[src/rtl/rad_pkg.sv]
package rad_pkg;

  typedef enum logic [1:0] {
    POL_UC = 2'd0,
    POL_WB = 2'd1,
    POL_WC = 2'd2,
    POL_WT = 2'd3
  } policy_e;

  localparam int unsigned SIZE_W = 4;
  localparam int unsigned BYTE_W = 8;
  localparam logic [SIZE_W-1:0] SIZE_OFF  = '0;
  localparam logic [SIZE_W-1:0] SIZE_RSVD = '1;

  // Fine regions: bit 0 of the code disables caching.
  function automatic policy_e fine_policy(input logic [BYTE_W-1:0] code);
    case (code)
      8'd1:    return POL_UC;
      8'd8:    return POL_WB;
      8'd9:    return POL_WC;
      default: return POL_WT;
    endcase
  endfunction

  // Coarse region: bit 0 of the code enables caching.
  function automatic policy_e coarse_policy(input logic [BYTE_W-1:0] code);
    case (code)
      8'd0:    return POL_UC;
      8'd8:    return POL_WC;
      8'd9:    return POL_WB;
      default: return POL_WT;
    endcase
  endfunction

endpackage

[src/rtl/rad_cfg_regs.sv]
module rad_cfg_regs import rad_pkg::*; #(
  parameter int unsigned NUM_REGIONS = 8,
  parameter int unsigned IDX_W       = 8,
  parameter int unsigned MODE_IDX    = 16,
  parameter int unsigned ADDR_BASE   = 32,
  parameter int unsigned CTL_BASE    = 64,
  parameter int unsigned GATE_BIT    = 4,
  localparam int unsigned DESC_BYTES = 3,
  localparam int unsigned DESC_W     = DESC_BYTES * BYTE_W
) (
  input  logic                                     clk_i,
  input  logic                                     rst_ni,
  input  logic [IDX_W-1:0]                         cfg_idx_i,
  input  logic                                     cfg_we_i,
  input  logic [BYTE_W-1:0]                        cfg_wdata_i,
  output logic [BYTE_W-1:0]                        cfg_rdata_o,
  output logic                                     map_en_o,
  output logic [NUM_REGIONS-1:0][DESC_W-1:0]       desc_o,
  output logic [NUM_REGIONS-1:0][BYTE_W-1:0]       ctl_o
);

  logic [BYTE_W-1:0] mode_q, mode_d;
  logic              mode_en;
  logic [NUM_REGIONS-1:0][DESC_BYTES-1:0] desc_we;
  logic [NUM_REGIONS-1:0]                 ctl_we;
  logic [NUM_REGIONS-1:0][DESC_W-1:0]     desc_q;
  logic [NUM_REGIONS-1:0][BYTE_W-1:0]     ctl_q;

  assign map_en_o = mode_q[GATE_BIT];

  // Write decode
  always_comb begin
    mode_en = cfg_we_i && (cfg_idx_i == IDX_W'(MODE_IDX));
    mode_d  = cfg_wdata_i;
    for (int n = 0; n < NUM_REGIONS; n++) begin
      for (int k = 0; k < DESC_BYTES; k++) begin
        desc_we[n][k] = cfg_we_i && map_en_o &&
                        (cfg_idx_i == IDX_W'(ADDR_BASE + DESC_BYTES*n + k));
      end
      ctl_we[n] = cfg_we_i && map_en_o && (cfg_idx_i == IDX_W'(CTL_BASE + n));
    end
  end

  always_ff @(posedge clk_i or negedge rst_ni) begin
    if (!rst_ni)      mode_q <= '0;
    else if (mode_en) mode_q <= mode_d;
  end

  // Byte k = 0 is the most significant address byte.
  for (genvar g = 0; g < NUM_REGIONS; g++) begin : g_region
    for (genvar b = 0; b < DESC_BYTES; b++) begin : g_byte
      always_ff @(posedge clk_i or negedge rst_ni) begin
        if (!rst_ni)            desc_q[g][BYTE_W*(DESC_BYTES-1-b) +: BYTE_W] <= '0;
        else if (desc_we[g][b]) desc_q[g][BYTE_W*(DESC_BYTES-1-b) +: BYTE_W] <= cfg_wdata_i;
      end
    end
    always_ff @(posedge clk_i or negedge rst_ni) begin
      if (!rst_ni)        ctl_q[g] <= '0;
      else if (ctl_we[g]) ctl_q[g] <= cfg_wdata_i;
    end
  end

  // Read mux: descriptors are visible only while the gate is open.
  always_comb begin
    cfg_rdata_o = '0;
    if (cfg_idx_i == IDX_W'(MODE_IDX)) cfg_rdata_o = mode_q;
    if (map_en_o) begin
      for (int n = 0; n < NUM_REGIONS; n++) begin
        for (int k = 0; k < DESC_BYTES; k++) begin
          if (cfg_idx_i == IDX_W'(ADDR_BASE + DESC_BYTES*n + k))
            cfg_rdata_o = desc_q[n][BYTE_W*(DESC_BYTES-1-k) +: BYTE_W];
        end
        if (cfg_idx_i == IDX_W'(CTL_BASE + n)) cfg_rdata_o = ctl_q[n];
      end
    end
  end

  assign desc_o = desc_q;
  assign ctl_o  = ctl_q;

endmodule

[src/rtl/rad_region_match.sv]
module rad_region_match import rad_pkg::*; #(
  parameter int unsigned PAGE_W       = 20,
  parameter bit          COARSE       = 1'b0,
  parameter int unsigned COARSE_SHIFT = 6,
  localparam int unsigned DESC_W      = PAGE_W + SIZE_W,
  localparam int unsigned SHIFT_OFS   = COARSE ? COARSE_SHIFT : 0,
  localparam int unsigned IGN_W       = $clog2(PAGE_W + 1) + 1
) (
  input  logic [PAGE_W-1:0] page_i,
  input  logic [DESC_W-1:0] desc_i,
  input  logic [BYTE_W-1:0] ctl_i,
  output logic              hit_o,
  output policy_e           policy_o
);

  logic [SIZE_W-1:0] size_code;
  logic [PAGE_W-1:0] base_page;
  logic [IGN_W-1:0]  ign_bits;
  logic [PAGE_W-1:0] keep_mask;
  logic              enabled;

  assign size_code = desc_i[SIZE_W-1:0];
  assign base_page = desc_i[DESC_W-1:SIZE_W];

  always_comb begin
    enabled   = (size_code != SIZE_OFF) && (size_code != SIZE_RSVD);
    ign_bits  = IGN_W'(size_code) - IGN_W'(1) + IGN_W'(SHIFT_OFS);
    keep_mask = {PAGE_W{1'b1}} << ign_bits;
    hit_o     = enabled && (((page_i ^ base_page) & keep_mask) == '0);
  end

  if (COARSE) begin : g_coarse
    assign policy_o = coarse_policy(ctl_i);
  end else begin : g_fine
    assign policy_o = fine_policy(ctl_i);
  end

endmodule

[src/rtl/rad_prio_sel.sv]
module rad_prio_sel import rad_pkg::*; #(
  parameter int unsigned NUM_REGIONS = 8
) (
  input  logic    [NUM_REGIONS-1:0] hit_vec_i,
  input  policy_e [NUM_REGIONS-1:0] pol_vec_i,
  output logic                      hit_o,
  output policy_e                   policy_o
);

  // Scan from the top down so the lowest hitting index is written last.
  always_comb begin
    hit_o    = 1'b0;
    policy_o = POL_WB;
    for (int i = NUM_REGIONS - 1; i >= 0; i--) begin
      if (hit_vec_i[i]) begin
        hit_o    = 1'b1;
        policy_o = pol_vec_i[i];
      end
    end
  end

endmodule

[src/rtl/rad_top.sv]
module rad_top import rad_pkg::*; #(
  parameter int unsigned NUM_REGIONS  = 8,
  parameter int unsigned ADDR_W       = 32,
  parameter int unsigned PAGE_SHIFT   = 12,
  parameter int unsigned COARSE_SHIFT = 6,
  parameter int unsigned IDX_W        = 8,
  parameter int unsigned MODE_IDX     = 16,
  parameter int unsigned ADDR_BASE    = 32,
  parameter int unsigned CTL_BASE     = 64,
  parameter int unsigned GATE_BIT     = 4,
  localparam int unsigned PAGE_W      = ADDR_W - PAGE_SHIFT,
  localparam int unsigned DESC_W      = PAGE_W + SIZE_W
) (
  input  logic              clk_i,
  input  logic              rst_ni,
  input  logic [IDX_W-1:0]  cfg_idx_i,
  input  logic              cfg_we_i,
  input  logic [7:0]        cfg_wdata_i,
  output logic [7:0]        cfg_rdata_o,
  input  logic [ADDR_W-1:0] addr_i,
  input  logic              addr_vld_i,
  output logic              res_vld_o,
  output logic              hit_o,
  output logic [1:0]        policy_o
);

  // Reset: asynchronous assertion, synchronous release
  logic [1:0] rst_sync_q;
  logic       rst_q_n;

  always_ff @(posedge clk_i or negedge rst_ni) begin
    if (!rst_ni) rst_sync_q <= '0;
    else         rst_sync_q <= {rst_sync_q[0], 1'b1};
  end
  assign rst_q_n = rst_sync_q[1];

  // Configuration register file
  logic                               map_en;
  logic [NUM_REGIONS-1:0][DESC_W-1:0] desc_w;
  logic [NUM_REGIONS-1:0][BYTE_W-1:0] ctl_w;

  rad_cfg_regs #(
    .NUM_REGIONS (NUM_REGIONS),
    .IDX_W       (IDX_W),
    .MODE_IDX    (MODE_IDX),
    .ADDR_BASE   (ADDR_BASE),
    .CTL_BASE    (CTL_BASE),
    .GATE_BIT    (GATE_BIT)
  ) regs_i (
    .clk_i       (clk_i),
    .rst_ni      (rst_q_n),
    .cfg_idx_i   (cfg_idx_i),
    .cfg_we_i    (cfg_we_i),
    .cfg_wdata_i (cfg_wdata_i),
    .cfg_rdata_o (cfg_rdata_o),
    .map_en_o    (map_en),
    .desc_o      (desc_w),
    .ctl_o       (ctl_w)
  );

  // Address capture
  logic [ADDR_W-1:0] addr_q, addr_d;
  logic              vld_q;

  always_comb begin
    addr_d = addr_vld_i ? addr_i : addr_q;
  end

  always_ff @(posedge clk_i or negedge rst_q_n) begin
    if (!rst_q_n) begin
      addr_q <= '0;
      vld_q  <= 1'b0;
    end else begin
      addr_q <= addr_d;
      vld_q  <= addr_vld_i;
    end
  end

  // Per-region match; the last region uses the coarse unit and code table
  logic    [NUM_REGIONS-1:0] hit_vec;
  policy_e [NUM_REGIONS-1:0] pol_vec;

  for (genvar g = 0; g < NUM_REGIONS; g++) begin : g_match
    rad_region_match #(
      .PAGE_W       (PAGE_W),
      .COARSE       (g == NUM_REGIONS - 1),
      .COARSE_SHIFT (COARSE_SHIFT)
    ) match_i (
      .page_i   (addr_q[ADDR_W-1:PAGE_SHIFT]),
      .desc_i   (desc_w[g]),
      .ctl_i    (ctl_w[g]),
      .hit_o    (hit_vec[g]),
      .policy_o (pol_vec[g])
    );
  end

  policy_e pol_sel;

  rad_prio_sel #(
    .NUM_REGIONS (NUM_REGIONS)
  ) sel_i (
    .hit_vec_i (hit_vec),
    .pol_vec_i (pol_vec),
    .hit_o     (hit_o),
    .policy_o  (pol_sel)
  );

  assign policy_o  = pol_sel;
  assign res_vld_o = vld_q;

endmodule

[config.mk]
export PLATFORM = sky130hd
export DESIGN_NAME = rad_top
export DESIGN_NICKNAME = d
export VERILOG_FILES = /design/src/rtl/rad_pkg.sv /design/src/rtl/rad_cfg_regs.sv /design/src/rtl/rad_region_match.sv /design/src/rtl/rad_prio_sel.sv /design/src/rtl/rad_top.sv
export SDC_FILE = /design/constraint.sdc
export NUM_CORES = 1
export LEC_CHECK = 0
export BUFFER_PORTS_ARGS = -buffer_cell sky130_fd_sc_hd__buf_2
export CORE_MARGIN = 2
export CORE_UTILIZATION = 40
export CTS_CLUSTER_SIZE = 8
export DETAILED_ROUTE_END_ITERATION = 7
export HOLD_SLACK_MARGIN = 0.05
export PLACE_DENSITY = 0.67
export SYNTH_ARGS = -nofsm -noshare
export SYNTH_HDL_FRONTEND = slang
export SYNTH_SLANG_ARGS = --single-unit
[constraint.sdc]
create_clock -name clk_i -period 7.76 [get_ports clk_i]
set_input_delay 1.164 -clock clk_i [delete_from_list [all_inputs] [get_ports clk_i]]
set_output_delay 1.164 -clock clk_i [all_outputs]
set_load 0.02 [all_outputs]
# Word level (Yosys, flattened, before mapping)
# Index checks and enable logic that the tools add are counted.
totals:
  elab_cells: 258
  mem_bits_rw: 0
  latchBits: 0
  n_memories: 0
  mem_bits_ro: 0
  regBits: 299
op_classes:
  n_div: 0
  shifts: 8
  add_sub_neg: 9
  eq_ne: 64
  reduce_logical: 67
  n_mul: 0
  bitwise_logic: 16
  mux: 58
  order_cmp: 0
ops:
  columns: ["op", "n"]
  rows:
  - ["$mux W8", 34]
  - ["$eq A8 B6 Y1 const B", 24]
  - ["$and A20 B20 Y20", 8]
  - ["$logic_not A20 Y1", 8]
  - ["$shl A20 B6 Y20 const A", 8]
  - ["$xor A20 B20 Y20", 8]
  - ["$eq A8 B4 Y1 const B", 16]
  - ["$eq A8 B7 Y1 const B", 8]
  - ["$eq A8 B1 Y1 const B", 7]
  - ["$logic_and A1 B1 Y1", 50]
  - ["$pmux W2 S3", 8]
  - ["$sub A4 B1 Y5 const B", 8]
  - ["$ne A4 B4 Y1 const B", 8]
  - ["$reduce_bool A4 Y1", 8]
  - ["$mux W2", 8]
  - ["$eq A8 B5 Y1 const B", 1]
  - ["$logic_not A8 Y1", 1]
  - ["$mux W1", 8]
  - ["$add A6 B3 Y6 const B", 1]

# Depth between registers and ports, before layout
logic_depth:
  depth_word: 35
  mapped_depth: 14

# Cells and area by module
# A second synthesis with hierarchy kept.
hier_totals:
  cells_unflattened: 1649
  area_unflattened_um2: 17725.8
by_module_without_submodules:
  columns: ["mod", "instances", "cells_per_inst", "seq_area_each_um2", "area_per_inst_um2"]
  rows:
  - ["rad_cfg_regs", 1, 1083, 6606.3, 12859.8]
  - ["rad_region_match at g_match[0].match_i ...", 7, 59, 0.0, 462.9]
  - ["rad_top", 1, 46, 575.6, 902.1]
  - ["rad_region_match at g_match[7].match_i", 1, 77, 0.0, 569.3]
  - ["rad_prio_sel", 1, 30, 0.0, 153.9]

# Worst setup path after synthesis
# Ideal clock, no wire load.
synth_path:
  kind: "in2out"
  startpoint: "input port cfg_idx_i[7]"
  endpoint: "output port cfg_rdata_o[2]"
  slack_ns: 3.131
  t_arrival_ns: 3.465
  path_stages: 12
  n_path_buf: 3
  path_cell_list: "buf_2 > or4b_1 > buf_2 > buf_6 > nor2_1 > nand2_1 > a32oi_1 > o22ai_1 > a22o_1 > a221oi_2 > o221ai_1 > a21oi_1"
synth_via:
  elab_chain_cells: 35
  word_cells_on_any_way: 67
  cone_classes: "eq/ne: 33; mux: 34"
synth_rtl:
  columns: ["item", "line", "text"]
  rows:
  - ["from (decl)", "rad_top.sv:16", "input logic [IDX_W-1:0] cfg_idx_i,"]
  - ["$eq A8 B5 Y1", "rad_cfg_regs.sv:66", "if (cfg_idx_i == IDX_W'(MODE_IDX)) cfg_rdata_o = mode_q;"]
  - ["$mux W8", "rad_cfg_regs.sv:66", null]
  - ["$mux W8 (3 in series)", "rad_cfg_regs.sv:70", "if (cfg_idx_i == IDX_W'(ADDR_BASE + DESC_BYTES*n + k))"]
  - ["$mux W8", "rad_cfg_regs.sv:73", "if (cfg_idx_i == IDX_W'(CTL_BASE + n)) cfg_rdata_o = ctl_q[n];"]
  - ["$mux W8 (3 in series)", "rad_cfg_regs.sv:70", null]
  - ["$mux W8", "rad_cfg_regs.sv:73", null]
  - ["$mux W8 (3 in series)", "rad_cfg_regs.sv:70", null]
  - ["$mux W8", "rad_cfg_regs.sv:73", null]
  - ["(+7 left out)", null, null]
  - ["$mux W8", "rad_cfg_regs.sv:73", null]
  - ["$mux W8 (3 in series)", "rad_cfg_regs.sv:70", null]
  - ["$mux W8", "rad_cfg_regs.sv:73", null]
  - ["$mux W8 (3 in series)", "rad_cfg_regs.sv:70", null]
  - ["$mux W8", "rad_cfg_regs.sv:73", null]
  - ["$mux W8 (3 in series)", "rad_cfg_regs.sv:70", null]
  - ["$mux W8", "rad_cfg_regs.sv:73", null]
  - ["$mux W8 (*)", "rad_cfg_regs.sv:67", "if (map_en_o) begin"]
  - ["to (decl)", "rad_top.sv:19", "output logic [7:0] cfg_rdata_o,"]
# Mark *: on every way between the ends. The rest lies on a longest branch, timed or not.

# Worst setup path after layout
layout_path:
  startpoint: "input port cfg_idx_i[1]"
  endpoint: "output port cfg_rdata_o[2]"
# Same word-level chain as after synthesis.

==> impl_metrics.py <==
metrics = {
    "outcome": {
        "status": "complete, no violations",
    },
    "drt": {
        "vias": 14689,
        "antenna_left": 0,
        "dr.pass1.iters": 6,
        "wl_per_cell_um": 27.4,
        "drc": 0,
        "routed_via_density": 6.35,
        "drt_iter0_markers": 1897,
        "wl_um": 63400,
    },
    "layout": {
        "final_nets": 1825,
        "drive_gt1_frac": 0.239,
        "area_growth_pct": 10.4,
        "design_area_um2": 19400,
    },
    "global_route": {
        "grt_pass1_wl_um": 95400,
        "met3_usage": 0.0687,
        "busiest_layer": "met2",
        "overflow": 0,
        "grt_pass1_vias": 14738,
        "antenna_found_initial": 0,
        "grt_util_met1": 0.377,
        "grt_max_degree": 72,
        "grtUsageTotal": 0.283,
        "use_met2": 0.429,
    },
    "critical_path": {
        "critPathLaunchType": "input pin",
        "cpMostUsedCell": "buf_2",
        "cpPeakStageDelay_ns": 0.62,
        "slowest_stage": "nor2b_1",
        "critPathArrivalTime_ns": 4.78,
        "path_cells": "buf_2, nor2b_1, nand2_1, nor2_1, a221o_1, o22ai_1, a22o_1, a221oi_2, o221ai_1, a21oi_1, buf_2",
        "critPathRequiredTime_ns": 6.60,
        "path_max_fanout": 18,
        "critical_path_class": "input pin to output port",
        "crit_path_end_kind": "output port",
    },
    "logic_synthesis": {
        "ys.flop_type": "dfrtp_1",
        "async_flop_share": 1.00,
        "synth_largest_area_cell": "dfrtp_1",
        "yosysSeqAreaShare": 0.409,
        "synth.area.top_cells": "dfrtp_1, mux2_2, xor2_1",
        "syn_area_um2": 17600,
        "yosys_warnings": 0,
        "synth_top_area_share": 0.409,
        "syn-num-nets": 1794,
        "synth_cell_types": 81,
        "syn_avg_cell_area_um2": 10.4,
        "synth_seq_cells": 287,
        "synth_edf_count": 0,
        "syn_inst": 1693,
    },
    "timing": {
        "rsz0062_at_grt": "no",
        "finalSetupTns_ns": 0,
        "hold_viol": 0,
        "skew_ns": 0.0281,
        "drv_slew": 0,
        "post-route-period-util": 0.766,
        "worst_slew_pin_slew_ns": 1.14,
        "fin_crit_ns": 5.94,
        "relSlewSlack": 0.239,
        "finalSetupViolCount": 0,
        "fmax_mhz": 168,
        "hold_slack_ns": 0.301,
    },
    "placed_design": {
        "place_area_um2": 18400,
        "dp_hpwl_um": 43400,
        "port-buffer-count": 51,
        "gp_congestion": 1.02,
    },
    "clocking": {
        "clock_latency_ns": 0.55,
        "cts_tree": "built",
        "postCtsHoldBufs": 0,
        "cts.sinks": 287,
        "cts_resized": 0,
        "h-tree-depth": 2,
        "cts_setup_buffers": 0,
        "cts_root_buf": "clkbuf_16",
        "cts_inserted_buffers": 41,
        "clk_pin_slew_ns": 0.05,
        "clockBufferDepth": 3,
    },
    "die": {
        "die_y_um": 214,
        "core_um2": 43300,
        "ios": 64,
        "chipWidth_um": 214,
        "rows": 76,
        "initial_core_util": 0.406,
        "dieArea_um2": 45600,
    },
    "pwr": {
        "peakVddDrop_mv": 0.155,
        "p_per_area_nw_per_um2": 180,
        "leakagePower_nw": 9.21,
    },
    "run": {
        "drv_cap": 0,
    },
    "hold_path": {
        "hold_path_class": "flop to asynchronous set/reset pin",
    },
}
## cell type report
| class | count | area, um^2 |
|---|---|---|
| Antenna cell | 1 | 2.50 |
| Fill cell | 4035 | 23900 |
| Tap cell | 585 | 732 |
| Multi-Input combinational cell | 1270 | 9820 |
| Inverter | 50 | 188 |
| Clock inverter | 2 | 17.5 |
| Timing Repair Buffer | 74 | 428 |
| Sequential cell | 287 | 7190 |
| Clock buffer | 43 | 1030 |
## power by group
group / switching (mW) / internal (mW) / total [mW]
clock: 0.647 / 0.929 / 1.58
combinational: 0.233 / 0.102 / 0.335
sequential: 0.0603 / 1.51 / 1.58
## worst max-delay path: cells and delay by family
family / cells / cell delay, ns
AO/OA/AOI/OAI: 6 / 1.48
AND/OR/NAND/NOR: 3 / 1.56
buffers and inverters: 2 / 0.56
## path summary, 6_finish.rpt
kind / from / end / slack [ns] / cells past startpoint
min in group clk_i: rst_sync_q[0] / rst_sync_q[1] / 0.35 / 0
max reg2reg: regs_i.mode_q[4] / regs_i.desc_o[109] / 4.83 / 3
min: rst_sync_q[1] / regs_i.desc_o[73] / 0.30 / 0
min reg2reg: rst_sync_q[1] / regs_i.desc_o[73] / 0.30 / 0
max in group asynchronous: rst_sync_q[1] / addr_q[18] / 6.14 / 1
max: cfg_idx_i[1] / cfg_rdata_o[2] / 1.82 / 11
## state kept, by name, summed over array words and instances (netlist names)
signal         count
regs_i.ctl_o      64
regs_i.desc_o    192
res_vld_o          1
addr_q            20
regs_i.mode_q      8
rst_sync_q         2
## stage by stage
| step | worst slack (ns) | total power, mW | std cells | utilization |
|---|---|---|---|---|
| after floorplan | 3.06 | 1.77 | 1693 | - |
| after global placement | 2.03 | 1.92 | 2266 | 0.424 |
| after detailed placement | 2.02 | 1.92 | 2266 | 0.424 |
| after CTS | 2.01 | 3.49 | 2311 | 0.448 |
| after global routing | 1.71 | 3.58 | 2311 | 0.448 |
| final | 1.82 | 3.49 | 2312 | 0.448 |
## synthesized netlist by cell type (14+ instances only)
cell type and number:
inv_1 49, a21oi_1 67, nor2_1 97, nand3_1 33, o22ai_1 31, a211oi_1 20
nor3_1 38, clkbuf_1 51, buf_2 25, xnor2_1 50, a221oi_1 20, nand2_1 131
mux2_2 269, o221ai_1 15, dfrtp_1 287, o21ai_0 79, o211ai_1 14, xor2_1 124
ha_1 49
## layer usage
layer / routed length [um] / up-vias
li1: - / 6231
met1: 25300 / 7364
met2: 27500 / 867
met3: 6900 / 227
met4: 3630 / 0
met5: 0 / -
## cells in the final DEF (no fill, tap or decap), types with 9 or more instances in the layout
master,n
a221oi_1,20
nor4_1,9
o221ai_1,15
nor3_1,38
mux2_2,269
or4_1,11
nand4_1,11
nand2_1,131
xnor2_1,50
mux2i_1,9
inv_1,49
buf_4,23
o211ai_1,14
xor2_1,124
nand2b_1,13
nor2_1,97
nand3_1,33
dfrtp_1,286
a211oi_1,20
o22ai_1,31
ha_1,49
a21oi_1,67
o21ai_0,79
buf_2,51
clkbuf_16,41
a22oi_1,12
## kinds of logic (layout without fill, tap and decap cells)
group,count (synthesis),count (layout),share of synthesized area
flops,287,287,0.409
buf+inv,136,169,0.0327
fa+ha+maj,49,49,0.0349
other cells,1,2,0.000213
xor+xnor,174,174,0.0867
simple gates,400,400,0.111
compound gates,357,357,0.140
mux,289,289,0.186
(Power assumes the default switching activity.)
